**src/rtl/bcu_pkg.sv**
```systemverilog
package bcu_pkg;
  typedef struct packed {
    logic of_f;
    logic sf_f;
    logic zf_f;
    logic cf_f;
    logic pf_f;
  } flags_t;

  // cc[3:1] selects the base test; cc[0] inverts it
  typedef enum logic [2:0] {
    BASE_OVF  = 3'd0,
    BASE_CARRY = 3'd1,
    BASE_ZERO = 3'd2,
    BASE_BELOW_EQ = 3'd3,
    BASE_SIGN = 3'd4,
    BASE_PARITY = 3'd5,
    BASE_LESS = 3'd6,
    BASE_LESS_EQ = 3'd7
  } cond_base_e;
endpackage

```
**src/rtl/bcu_cond_eval.sv**
```systemverilog
module bcu_cond_eval
  import bcu_pkg::*;
#(
  parameter int CC_W = 4
) (
  input  logic [CC_W-1:0] cc_i,
  input  flags_t          flags_i,
  output logic            cond_o
);
  cond_base_e base;
  logic       raw;
  logic       lt;

  assign base = cond_base_e'(cc_i[3:1]);
  assign lt   = flags_i.sf_f ^ flags_i.of_f;

  always_comb begin
    unique case (base)
      BASE_OVF:      raw = flags_i.of_f;
      BASE_CARRY:    raw = flags_i.cf_f;
      BASE_ZERO:     raw = flags_i.zf_f;
      BASE_BELOW_EQ: raw = flags_i.cf_f | flags_i.zf_f;
      BASE_SIGN:     raw = flags_i.sf_f;
      BASE_PARITY:   raw = flags_i.pf_f;
      BASE_LESS:     raw = lt;
      BASE_LESS_EQ:  raw = flags_i.zf_f | lt;
      default:       raw = 1'b0;
    endcase
  end

  assign cond_o = raw ^ cc_i[0];
endmodule

```
**src/rtl/bcu_target_calc.sv**
```systemverilog
module bcu_target_calc #(
  parameter int IP_W   = 32,
  parameter int DISP_W = 32
) (
  input  logic [IP_W-1:0]   ip_i,
  input  logic [DISP_W-1:0] disp_i,
  input  logic              prot_i,
  input  logic [IP_W-1:0]   limit_i,
  output logic [IP_W-1:0]   target_o,
  output logic              over_o
);
  logic [IP_W-1:0] disp_ext;

  generate
    if (DISP_W < IP_W) begin : g_sext
      assign disp_ext = {{(IP_W-DISP_W){disp_i[DISP_W-1]}}, disp_i};
    end else begin : g_full
      assign disp_ext = disp_i[IP_W-1:0];
    end
  endgenerate

  assign target_o = ip_i + disp_ext;  // wraps modulo 2^IP_W
  assign over_o   = prot_i & (target_o > limit_i);
endmodule

```
**src/rtl/bcu_branch_resolve.sv**
```systemverilog
module bcu_branch_resolve
  import bcu_pkg::*;
#(
  parameter int IP_W   = 32,
  parameter int DISP_W = 32,
  parameter int CC_W   = 4,
  parameter int FC_W   = 16
) (
  input  logic              clk_i,
  input  logic              rst_ni,
  input  logic              valid_i,
  input  logic [CC_W-1:0]   cc_i,
  input  logic              cf_i,
  input  logic              zf_i,
  input  logic              sf_i,
  input  logic              of_i,
  input  logic              pf_i,
  input  logic [IP_W-1:0]   ip_i,
  input  logic [DISP_W-1:0] disp_i,
  input  logic              prot_i,
  input  logic [IP_W-1:0]   cs_limit_i,
  output logic              done_o,
  output logic              taken_o,
  output logic [IP_W-1:0]   new_ip_o,
  output logic              flush_o,
  output logic              gp_fault_o,
  output logic [FC_W-1:0]   fault_code_o,
  output logic              not_taken_o
);
  flags_t          flags;
  logic            cond;
  logic [IP_W-1:0] target;
  logic            over;
  logic            fault_d;
  logic            commit_d;

  assign flags = '{of_f: of_i, sf_f: sf_i, zf_f: zf_i, cf_f: cf_i, pf_f: pf_i};

  bcu_cond_eval #(.CC_W(CC_W)) u_cond (
    .cc_i   (cc_i),
    .flags_i(flags),
    .cond_o (cond)
  );

  bcu_target_calc #(.IP_W(IP_W), .DISP_W(DISP_W)) u_tgt (
    .ip_i    (ip_i),
    .disp_i  (disp_i),
    .prot_i  (prot_i),
    .limit_i (cs_limit_i),
    .target_o(target),
    .over_o  (over)
  );

  assign fault_d  = cond & over;
  assign commit_d = cond & ~over;

  always_ff @(posedge clk_i or negedge rst_ni) begin
    if (!rst_ni) begin
      done_o      <= 1'b0;
      taken_o     <= 1'b0;
      flush_o     <= 1'b0;
      gp_fault_o  <= 1'b0;
      not_taken_o <= 1'b0;
      new_ip_o    <= '0;
    end else begin
      done_o      <= valid_i;
      taken_o     <= valid_i & cond;
      flush_o     <= valid_i & commit_d;
      gp_fault_o  <= valid_i & fault_d;
      not_taken_o <= valid_i & ~cond;
      if (valid_i) new_ip_o <= commit_d ? target : ip_i;
    end
  end

  assign fault_code_o = '0;


  pulse_after_strobe_chk: assert property (@(posedge clk_i) disable iff (!rst_ni)
    (taken_o | not_taken_o | flush_o | gp_fault_o) |-> done_o);

  flush_fault_excl_chk: assert property (@(posedge clk_i) disable iff (!rst_ni)
    !(flush_o && gp_fault_o));

  flush_needs_taken_chk: assert property (@(posedge clk_i) disable iff (!rst_ni)
    flush_o |-> taken_o);

  fault_needs_prot_chk: assert property (@(posedge clk_i) disable iff (!rst_ni)
    gp_fault_o |-> $past(prot_i));

  not_taken_keeps_ip_chk: assert property (@(posedge clk_i) disable iff (!rst_ni)
    not_taken_o |-> (new_ip_o == $past(ip_i)) && !taken_o);

  idle_hold_ip_chk: assert property (@(posedge clk_i) disable iff (!rst_ni)
    !valid_i |=> $stable(new_ip_o));
endmodule

```
**config.mk**
```make
export PLATFORM = sky130hd
export DESIGN_NAME = bcu_branch_resolve
export DESIGN_NICKNAME = d
export VERILOG_FILES = /design/src/rtl/bcu_pkg.sv /design/src/rtl/bcu_cond_eval.sv /design/src/rtl/bcu_target_calc.sv /design/src/rtl/bcu_branch_resolve.sv
export SDC_FILE = /design/constraint.sdc
export NUM_CORES = 1
export LEC_CHECK = 0
export BUFFER_PORTS_ARGS = -buffer_cell sky130_fd_sc_hd__buf_2
export CAP_MARGIN = 20
export CELL_PAD_IN_SITES_DETAIL_PLACEMENT = 0
export CELL_PAD_IN_SITES_GLOBAL_PLACEMENT = 1
export CORE_MARGIN = 4
export CORE_UTILIZATION = 36
export DETAILED_ROUTE_END_ITERATION = 12
export PLACE_DENSITY = 0.81
export SLEW_MARGIN = 10
export SYNTH_ARGS = -nofsm -noshare
export SYNTH_HDL_FRONTEND = slang
export SYNTH_SLANG_ARGS = --single-unit
```
**constraint.sdc**
```tcl
create_clock -name clk_i -period 1.1 [get_ports clk_i]
set_input_delay 0.22 -clock clk_i [delete_from_list [all_inputs] [get_ports clk_i]]
set_output_delay 0.22 -clock clk_i [all_outputs]
set_load 0.02 [all_outputs]
```
Yosys cells after proc, flatten, opt, wreduce, memory -nomap -nowiden
Cells that the tools add are included.
Storage, ports and cells
  logic and storage cells: 31
  bits in read-only memories: 0
  memories kept: 0
  register bits: 37
  bits in writable memories: 0
  input bits: 109
  output and inout port bits: 53
  bits in latches: 0
Cells by class
  div/mod/pow operators: 0
  multiplexer cells: 2
  equality and inequality tests: 7
  bitwise gates (word level): 13
  order comparisons: 1
  shift-type cells: 0
  reductions and logical operators: 1
  add/sub/neg operators: 1
  multiply operators: 0
Operator list (count)
  32-bit adder: 1
  32-bit greater-than comparator: 1
  32-bit 2-to-1 mux: 1
  3-bit == test (second input constant): 4
  1-bit one-hot mux with 8 select lines: 1
  1-bit bitwise AND: 7
  3-bit by 2-bit == test with 1-bit output (second input constant): 2
  3-bit by 1-bit == test with 1-bit output (second input constant): 1
  3-bit zero test: 1
  1-bit NOT: 2
  1-bit OR: 2
  1-bit bitwise XOR: 2

Depth between registers and ports, before layout
Gate-level depths: netlist of the first run.
  depth after elaboration: 6
  mapped depth: 22
  gate-level depth less buffers: 20

By module
A second synthesis of the first run with hierarchy kept.
Second synthesis, totals
  cells, all modules: 544
  area, all modules: 4595.7 µm²
Modules (own cells, without submodules)
  bcu_target_calc: area an instance 2307.2 µm², cells each 323, seq. area each 0.0 µm², instances 1
  bcu_branch_resolve: area an instance 2209.6 µm², cells each 209, seq. area each 925.9 µm², instances 1
  bcu_cond_eval: area an instance 78.8 µm², cells each 12, seq. area each 0.0 µm², instances 1

Least setup slack after synthesis of the first run
Ideal clock, no wire load.
  kind: input to register
  start: input port ip_i[0]
  end: register new_ip_o[10]
  cell stages on the path: 17
  path buffers: 0
  data arrival time: 4.033 ns
  setup slack: -3.058 ns
  library setup time: 0.125 ns
  data required time: 0.975 ns
  cell sequence: ha_1 fa_1 a21oi_1 o211ai_1 a21o_1 a31oi_2 o21ai_1 a221oi_1 xnor2_1 ha_1 nand4_1 or2_2 o311ai_0 o21ai_2 nand2_2 mux2_2 mux2_2
On the way
  cells in the longest elaborated chain, start to end: 6
Ends and longest elaborated chain
  start: declaration: line bcu_branch_resolve.sv:18  | input logic [IP_W-1:0] ip_i,
  32-bit adder *: line bcu_target_calc.sv:22  | assign target_o = ip_i + disp_ext;
  32-bit greater-than comparator: line bcu_target_calc.sv:23  | assign over_o = prot_i & (target_o > limit_i);
  1-bit bitwise AND: line bcu_target_calc.sv:23
  1-bit NOT: line bcu_branch_resolve.sv:55  | assign commit_d = cond & ~over;
  1-bit bitwise AND: line bcu_branch_resolve.sv:55
  32-bit 2-to-1 mux *: line bcu_branch_resolve.sv:71  | if (valid_i) new_ip_o <= commit_d ? target : ip_i;
  end signal: assignment: line bcu_branch_resolve.sv:71
  end: declaration: line bcu_branch_resolve.sv:24  | output logic [IP_W-1:0] new_ip_o,
Every way passes the cells marked *; elsewhere a longest branch is shown, timed or not.
A chain may end at the register's enable or synchronous reset.

Final worst setup path of the first run
  start: input port disp_i[1]
  end: register new_ip_o[8]
On the way
  cells in the longest elaborated chain, start to end: 6
Ends and longest elaborated chain
  start: declaration: line bcu_branch_resolve.sv:19  | input logic [DISP_W-1:0] disp_i,
  32-bit adder *: line bcu_target_calc.sv:22
  32-bit greater-than comparator: line bcu_target_calc.sv:23
  1-bit bitwise AND: line bcu_target_calc.sv:23
  1-bit NOT: line bcu_branch_resolve.sv:55
  1-bit bitwise AND: line bcu_branch_resolve.sv:55
  32-bit 2-to-1 mux *: line bcu_branch_resolve.sv:71
Marked as above.

==> out/qor.yml, run 1 <==
grt-ovfl-total: 0
comb_power_share_pct: 57.8
powerDensity_nw_per_um2: 1251
synth.most_common_cell: "ha_1"
fmax_ghz: 0.2510
ys_top_cells_by_count: "ha_1 (63), a21oi_1 (59), nor2_1 (50)"
wl_per_cell_um: 16.03
dieArea_um2: 13460
synth_top_cells_by_area: "dfrtp_1 (22%), ha_1 (19%), a21oi_1 (7.0%)"
path_clk_slew_ps: 70
portBuffers: 145
firstDrtPassIters: 7
finalSetupViolations: 36
fin_skew_ps: 0
dp_hpwl_um: 12070
track_usage_pct: 21.64
routed_wl_um: 15120
n_fill_cell: 1040
clock_tree.buffer_depth: 2
critPathBufInv: 2
switching_share_pct: 39.15
ys_ff_latch: 37
cts_sinks: 37
hold_viol: 0
antenna_found_initial: 0
drive_gt1_share_pct: 45.25
cap_violations: 0
max-vdd-ir-drop_mv: 0.6847
synth_cells: 510
slew-limit-headroom_pct: 64.33
rsz0062_at_grt: "true"
slowest_stage: "mux2_4"
fin_crit_ps: 3984
crit_path_start_kind: "input pin"
viasPerCell: 5.094
worst_slew_pin_slew_ps: 521.5
io_pins: 162
end_kind: "flip-flop"
outcome: "finished, violations left"
fp.dieW_um: 116.0
num_antenna_cells: 0
cts_tree: "done"
drt-initial-drc-count: 234
holdCritPathClass: "in2reg"
crit_family: "compound AO/OA/AOI/OAI gates"
rows: 39
p_int_mw: 5.136
grt_max_degree: 46
syn_area_um2: 4202
synth_edf_count: 0
critPathMaxFanout: 8
final_net_count: 972
crit_required_ps: 1280
fin_area_um2: 6748
seqPwrFrac_pct: 21.3
path_class: "in2reg"
place_congestion: 0.9163
initial_core_util_pct: 36.80
pre_cts_ws_ps: -3279
yosys.area.top_type_share_pct: 22.04
async_flop_share_pct: 100.0
ys.flop_type: "dfrtp_1"
post-route-util_pct: 59.09
syn_area_per_cell_um2: 8.238
power.switching_mw: 3.305
yosysWarnings: 0
finalCritPeriodShare_pct: 362.2
yosys.area.top_type: "dfrtp_1"
drv_slew: 0
num_vias: 4804
grt_pass1_wl_um: 23290
max_stage_delay_ps: 320
multi_input_area_um2: 3322
root_buffer: "clkbuf_16"
clockPowerShare_pct: 21.0
drc: 0
p_leak_nw: 3.608
ys_types: 54
coreArea_um2: 11420
crit_arrival_ps: 4160
clock_latency_ps: 280
die_h_um: 116.0
dpl_cell_area_um2: 6122
areaGrowthSynthToFinish_pct: 60.60
crit_path_cell_trace: "buf_8 > ha_4 > a211oi_4 > o211ai_1 > a31oi_1 > a21boi_4 > o21ai_2 > a21o_1 > o21ai_2 > xor2_1 > inv_1 > ha_4 > a21o_1 > a21o_1 > a21oi_2 > o22a_1 > o311ai_2 > o21ai_2 > nand2_4 > mux2_4 > mux2_4"
ant_nets: 0
regArea_um2: 925.9
violations: "negative setup slack"
h-tree-depth: 2
grt_pass1_vias: 4959
synth_seq_area_share_pct: 22.04
setup_ws_ps: -2884
cts_made_buffers: 5
-- worst paths after layout --
check / startpoint / endpoint / slack [ps] / depth (start not counted)
min in group asynchronous: rst_ni / new_ip_o[6] / 420 / 2
worst max-delay path: disp_i[1] / new_ip_o[8] / -2880 / 21
worst max register to register: new_ip_o[17] / new_ip_o[17] / 70 / 4
worst min register to register: new_ip_o[2] / new_ip_o[2] / 510 / 1
worst min-delay path: ip_i[25] / new_ip_o[25] / 210 / 3
max in group asynchronous: rst_ni / new_ip_o[2] / 230 / 3
-- metal layers --
layer / vias up / wire [um] / track usage, %
met1: 2244 / 6506 / 27.15
li1: 2368 / - / -
met5: - / 0 / 0
met3: 27 / 954 / 3.812
met2: 165 / 7415 / 38.70
met4: 0 / 243 / 4.795
-- kinds of logic after synthesis --
kind of cell	after synthesis	share of synthesized area [%]
AOI/OAI and AO/OA	156	23.70
xor gates and xnor gates	31	6.462
adders and majority gates	64	19.24
buffers and inverters	76	8.487
DFF	37	22.04
muxes	30	7.326
other	1	0.08925
and+or+nand+nor	115	12.66
-- power groups by stage --
| stage | Sequential [mW] | Combinational, mW | Clock [mW] |
|---|---|---|---|
| after floorplan | 2.12 | 2.16 | 0 |
| after global placement | 1.81 | 4.19 | 0 |
| after detailed placement | 1.82 | 4.27 | 0 |
| after CTS | 1.79 | 4.65 | 1.80 |
| after global routing | 1.83 | 5.30 | 1.85 |
| final | 1.79 | 4.87 | 1.77 |
-- worst min-delay path, delay by kind of cell --
| kind | cells | cell delay, ps |
|---|---|---|
| buffers and inverters | 1 | 100 |
| AO/OA/AOI/OAI | 2 | 150 |
-- cell usage in the layout, fill, tap and decap left out, drive strengths merged, types with 2 or more instances in the layout --
cell,count
dfrtp,37
a211oi,6
buf,296
o21ai,24
conb,16
o21a,3
nor2b,9
o211ai,3
a311oi,2
mux2,6
nor4,2
o221ai,2
clkbuf,5
and3,3
nand4,10
or3,3
nor3,5
a21boi,3
xnor2,19
or2,2
a2111oi,2
mux2i,24
xor2,12
a21oi,59
a21o,30
nand3,5
nand2,22
ha,63
inv,46
nor2,50
o21bai,3
a31oi,9
-- flip-flops by register name, summed over array words and instances, names as in the netlist --
| register | cells |
|---|---|
| done_o | 1 |
| flush_o | 1 |
| gp_fault_o | 1 |
| new_ip_o | 32 |
| not_taken_o | 1 |
| taken_o | 1 |
-- timing repair --
| item | 4_1_cts | 5_1_grt |
|---|---|---|
| pin swaps | 33 | 31 |
| hold buffers | 1 | 0 |
| setup buffers | 18 | 8 |
| resized for setup | 39 | 20 |
| setup endpoints to repair | 39 | 40 |
| endpoints found under the hold margin | 12 | 0 |
-- layout make-up --
class,count,area share (%)
multi-input cells,412,49.23
repair buffers,297,29.26
flip-flops and latches,37,13.72
well taps,143,2.652
inverters,46,2.596
clock buffers,5,1.854
clock inverters,3,0.6861
-- per-stage QoR --
stage	hold WS, ps	setup TNS, ps	total power [mW]	cells
after CTS	208.4	-91810	8.233	937
final	210.5	-94420	8.441	943
after detailed placement	190.0	-109610	6.082	911
after global routing	250.3	-101720	8.976	943
after global placement	176.2	-104820	5.997	911
after floorplan	-75.59	-86320	4.275	525
Power figures use the tool's default switching activity.
==> run 2: changes to the inputs <==
--- a/config.mk
+++ b/config.mk
@@ -9,6 +9,7 @@
 export CAP_MARGIN = 20
 export CELL_PAD_IN_SITES_DETAIL_PLACEMENT = 0
 export CELL_PAD_IN_SITES_GLOBAL_PLACEMENT = 1
+export CORE_ASPECT_RATIO = 1.1
 export CORE_MARGIN = 4
 export CORE_UTILIZATION = 36
 export DETAILED_ROUTE_END_ITERATION = 12
==> run 2 against run 1 <==
- the run still ends with negative setup slack left
- register-to-register slack gained 100 ps
- global-route usage grew 0.29 points
- hold slack lost 14 ps
- non-clock buffer count grew 18
- setup slack gained 24 ps
- wire length shrank 0.56%
- cell count grew 2.5%
- sequential power is essentially flat
- die area is essentially flat
- final area grew 2.0%
- critical path type unchanged
- highest routed layer unchanged
==> out/qor.yml, run 2 (synthesis gave the netlist of run 1 again) <==
drv_slew: 0
largest_reg_flops: 32
crit_path_cell_trace: "buf_8 > ha_4 > a211oi_4 > o211ai_1 > a31oi_1 > a21boi_4 > o21ai_4 > buf_4 > a21o_1 > a311oi_2 > xnor2_1 > ha_1 > nand4_1 > or2_4 > nor3_4 > o41a_1 > o21ai_2 > nand2_4 > mux2_4 > mux2_4"
root_buffer: "clkbuf_16"
clock_tree.buffer_depth: 2
max-vdd-ir-drop_mv: 0.6254
critPathMaxFanout: 8
end_kind: "flip-flop"
dpl_cell_area_um2: 6136
h-tree-depth: 2
dp_hpwl_um: 12090
final_net_count: 990
num_vias: 4835
clock_latency_ps: 290
fin_crit_ps: 3961
crit_path_start: "ip_i[1]"
routed_wl_um: 15040
place_congestion: 0.9327
ant_nets: 0
viasPerCell: 5.000
grt-ovfl-total: 0
outcome: "finished, violations left"
worst_slew_pin_slew_ps: 480.0
max_stage_delay_ps: 320
wl_per_cell_um: 15.55
coreArea_um2: 11440
final_cell_mix: "buf_4 (159), buf_2 (137), ha_1 (54)"
post-route-util_pct: 60.14
reg2reg_from: "new_ip_o[2]"
tns_ps: -94500
cpMostUsedCell: "mux2_4"
drt-initial-drc-count: 242
cts_sinks: 37
largest-register: "new_ip_o"
areaGrowthSynthToFinish_pct: 63.76
power_mw: 8.456
critPathBufInv: 2
min_from: "ip_i[27]"
pre_cts_ws_ps: -3288
fp.dieW_um: 111.0
rsz0062_at_grt: "true"
finalSetupViolations: 36
hold_viol: 0
rows: 41
final_common_cell: "buf_4"
powerDensity_nw_per_um2: 1229
worstRegToRegCells: 2
grt_max_degree: 38
drive_gt1_share_pct: 45.78
grt_pass1_wl_um: 24250
path_clk_slew_ps: 60
track_usage_pct: 21.93
initial_core_util_pct: 36.73
cts_tree: "done"
p_leak_nw: 3.726
cts_made_buffers: 5
drc: 0
hold_depth: 3
fin_skew_ps: 0
num_antenna_cells: 0
holdCritPathClass: "in2reg"
antenna_found_initial: 0
dieArea_um2: 13470
crit_family: "compound AO/OA/AOI/OAI gates"
crit_required_ps: 1270
fin_area_um2: 6880
crit_path_start_kind: "input pin"
fmax_ghz: 0.2525
portBuffers: 145
setup_ws_ps: -2861
firstDrtPassIters: 5
cp.depth: 20
slew-limit-headroom_pct: 67.17
slowest_stage: "a311oi_2"
path_class: "in2reg"
grt_pass1_vias: 5010
cap_violations: 0
finalCritPeriodShare_pct: 360.1
io_pins: 162
crit_arrival_ps: 4130
die_h_um: 121.3
violations: "negative setup slack"
run 2: timing repair:
| item | in CTS | in global routing |
|---|---|---|
| endpoints found under the setup margin | 36 | 38 |
| buffers inserted | 31 | 8 |
| hold buffers | 1 | 0 |
| hold endpoints to repair | 37 | 0 |
| gates resized for setup | 49 | 12 |
| pin swaps | 39 | 16 |
run 2: stage by stage:
stage          std cells  hold slack (ps)
2_1_floorplan        525           -75.59
3_3_place_gp         922            205.6
4_1_cts              960            196.9
5_1_grt              967            217.8
3_5_place_dp         922            213.0
6_report             967            196.8
run 2: power breakdown:
part | leakage [nW] | internal, mW | switching, mW
clock network | 0.0797 | 1.06 | 0.631
registers | 0.428 | 1.63 | 0.169
logic | 3.22 | 2.52 | 2.45
total | 3.73 | 5.20 | 3.25
run 2: area by class of cell:
type | count | area (um^2)
clock inverter | 2 | 35.03
timing repair buffer | 315 | 2105
inverter | 46 | 175.2
fill | 1007 | 4559
sequential | 37 | 925.9
clock buffer | 5 | 125.1
multi-input combinational | 412 | 3327
tap | 150 | 187.7
run 2: metal layers:
layer  global-route usage [%]  wire length [um]
met1                    27.27              6357
met2                    39.15              7547
met3                    2.943               745
met4                    7.236               385
met5                        0                 0
run 2: worst paths after layout:
kind	slack, ps	end
max	-2860	new_ip_o[2]
min	200	new_ip_o[27]
max reg2reg	170	new_ip_o[2]
min reg2reg	520	new_ip_o[7]
max in group asynchronous	430	new_ip_o[17]
min in group asynchronous	440	new_ip_o[3]
run 2: tightest hold or removal path, cell delays in order:
cell and delay, ps:
buf_2 90, a31oi_1 60, o21ai_0 70
==> run 3: changes to the inputs <==
--- a/config.mk
+++ b/config.mk
@@ -11,10 +11,12 @@
 export CELL_PAD_IN_SITES_GLOBAL_PLACEMENT = 1
 export CORE_ASPECT_RATIO = 1.1
 export CORE_MARGIN = 4
-export CORE_UTILIZATION = 36
+export CORE_UTILIZATION = 37
 export DETAILED_ROUTE_END_ITERATION = 12
 export PLACE_DENSITY = 0.81
+export SETUP_SLACK_MARGIN = 0.15
 export SLEW_MARGIN = 10
 export SYNTH_ARGS = -nofsm -noshare
 export SYNTH_HDL_FRONTEND = slang
+export SYNTH_HIERARCHICAL = 1
 export SYNTH_SLANG_ARGS = --single-unit
==> run 3 against run 2 <==
- the run still ends with negative setup slack left
- die area up 6.0%
- fmax down 2.3%
- first-iteration DRC count down 17%
- critical path type unchanged
==> out/qor.yml, run 3 <==
outcome: "finished, violations left"
violations: "negative setup slack"
p_int_mw: 5.975
seqPwrFrac_pct: 19.6
ys_ff_latch: 37
reg2reg_from: "new_ip_o[19]"
synth.most_common_cell: "ha_1"
cts_tree: "done"
dp_hpwl_um: 12120
grt-ovfl-total: 0
powerDensity_nw_per_um2: 1255
drt-initial-drc-count: 201
multi_input_area_um2: 3697
end_kind: "flip-flop"
ys_types: 45
post-route-util_pct: 64.33
crit_path_cell_trace: "buf_2 > ha_4 > a21oi_2 > o21ai_2 > a32oi_2 > o31ai_1 > a311o_1 > a221o_1 > a211o_1 > a21oi_2 > xnor2_2 > ha_4 > nand4_1 > nor4_4 > nand3_1 > nand2_1 > a21oi_2 > buf_4 > nor2b_4 > buf_6 > buf_12 > o211ai_1"
fin_crit_ps: 4055
rsz0062_at_grt: "true"
final_cell_mix: "buf_4 (168), buf_2 (100), buf_6 (52)"
power_mw: 9.761
coreArea_um2: 12090
wl_per_cell_um: 16.81
cap_violations: 0
reg2reg_to: "new_ip_o[19]"
grt_max_degree: 54
yosys.area.top_type: "dfrtp_1"
crit_required_ps: 1270
path_class: "in2reg"
hold_viol: 0
portBuffers: 145
switching_share_pct: 38.79
regArea_um2: 925.9
synth_top_cells_by_area: "dfrtp_1 (20%), ha_1 (17%), o211ai_2 (8.2%)"
io_pins: 162
synth_edf_count: 0
final_common_cell: "buf_4"
max-vdd-ir-drop_mv: 0.8679
grt_pass1_wl_um: 25940
drive_gt1_share_pct: 49.94
drv_slew: 0
tns_ps: -100810
syn_area_um2: 4596
cpMostUsedCell: "a21oi_2"
crit_arrival_ps: 4220
clock_latency_ps: 290
hold_path_end: "new_ip_o[12]"
ant_nets: 0
setup_ws_ps: -2955
antenna_found_initial: 1
crit_path_start_kind: "input pin"
routed_wl_um: 17040
initial_core_util_pct: 38.02
path_clk_slew_ps: 60
async_flop_share_pct: 100.0
finalSetupViolations: 36
firstDrtPassIters: 5
fin_skew_ps: 0
root_buffer: "clkbuf_16"
comb_power_share_pct: 65.5
largest_reg_flops: 32
critPathMaxFanout: 5
n_fill_cell: 1002
track_usage_pct: 22.11
cts_made_buffers: 5
worstRegToRegCells: 4
slowest_stage: "a221o_1"
syn_area_per_cell_um2: 8.448
grt_pass1_vias: 5378
fmax_ghz: 0.2466
ys.flop_type: "dfrtp_1"
clockPowerShare_pct: 14.9
power.switching_mw: 3.786
dieArea_um2: 14270
synth_seq_area_share_pct: 20.15
instances_no_fill: 1014
drc: 0
fp.dieW_um: 114.3
dpl_cell_area_um2: 6490
finalCritPeriodShare_pct: 368.6
placed_cells: 946
final_net_count: 1031
p_leak_nw: 3.997
largest-register: "new_ip_o"
max_stage_delay_ps: 380
ys_top_cells_by_count: "ha_1 (63), nand2_1 (51), a21oi_1 (44)"
viasPerCell: 5.130
rows: 42
yosysWarnings: 6
holdCritPathClass: "in2reg"
fin_area_um2: 7775
areaGrowthSynthToFinish_pct: 69.18
h-tree-depth: 2
r2r_setup_slack_ps: 180
hold_depth: 3
cts_sinks: 37
min_from: "ip_i[12]"
num_vias: 5202
place_congestion: 0.9256
synth_cells: 544
yosys.area.top_type_share_pct: 20.15
die_h_um: 124.9
clock_tree.buffer_depth: 2
run 3: cells by family (layout without fill, tap and decap cells):
family	after synthesis	after routing	synth area share [%]
xor gates and xnor gates	31	31	5.908
other	1	17	0.08160
and+or+nand+nor	175	175	22.08
buffers and inverters	85	385	9.284
muxes	1	1	0.2178
adders and majority gates	64	64	17.59
AOI/OAI and AO/OA	150	150	24.69
DFF	37	37	20.15
run 3: area by class of cell:
cell class,count,share of cell area [%]
Timing Repair Buffer,335,34.21
Tap cell,154,2.478
Clock buffer,6,1.658
Sequential cell,37,11.91
Inverter,42,2.028
Clock inverter,2,0.1287
Antenna cell,1,0.03219
Multi-Input combinational cell,437,47.55
run 3: worst max path at each step:
stage	from	end	depth (start not counted)
2_1_floorplan	ip_i[0]	new_ip_o[20]	25
3_3_place_gp	ip_i[0]	new_ip_o[31]	26
3_5_place_dp	ip_i[8]	new_ip_o[24]	19
4_1_cts	disp_i[1]	new_ip_o[23]	22
5_1_grt	ip_i[14]	new_ip_o[22]	22
6_report	ip_i[14]	new_ip_o[22]	22
run 3: repair_timing:
item	CTS	global route
pin swaps	23	45
buffers inserted	24	27
cloned	4	3
hold endpoints to repair	37	0
gates resized for setup	105	43
setup endpoints to repair	73	73
hold buffers	1	0
run 3: metal layers:
metal | track usage [%] | wire length (um)
met5 | 0 | 0
met3 | 2.867 | 692
met1 | 26.65 | 6985
met4 | 7.407 | 506
met2 | 39.80 | 8857
run 3: power groups by stage:
stage	Combinational [mW]	Clock [mW]	Sequential [mW]
2_1_floorplan	2.41	0	2.24
3_3_place_gp	4.61	0	1.85
3_5_place_dp	4.72	0	1.85
4_1_cts	5.67	1.49	1.91
5_1_grt	6.86	1.53	1.95
6_report	6.39	1.46	1.91
run 3: stage by stage:
step	hold slack [ps]	setup WS [ps]
after floorplan	-75.59	-2677
after CTS	217.8	-2795
final	211.7	-2955
after global placement	203.8	-3080
after detailed placement	210.1	-3191
after global routing	223.9	-3171
run 3: worst max-delay path: cells and delay by family:
family          cells  cell delay, ps
compound gates     10            1940
fa+ha+maj           2             510
buf+inv             4             560
simple gates        5             890
xor+xnor            1             120
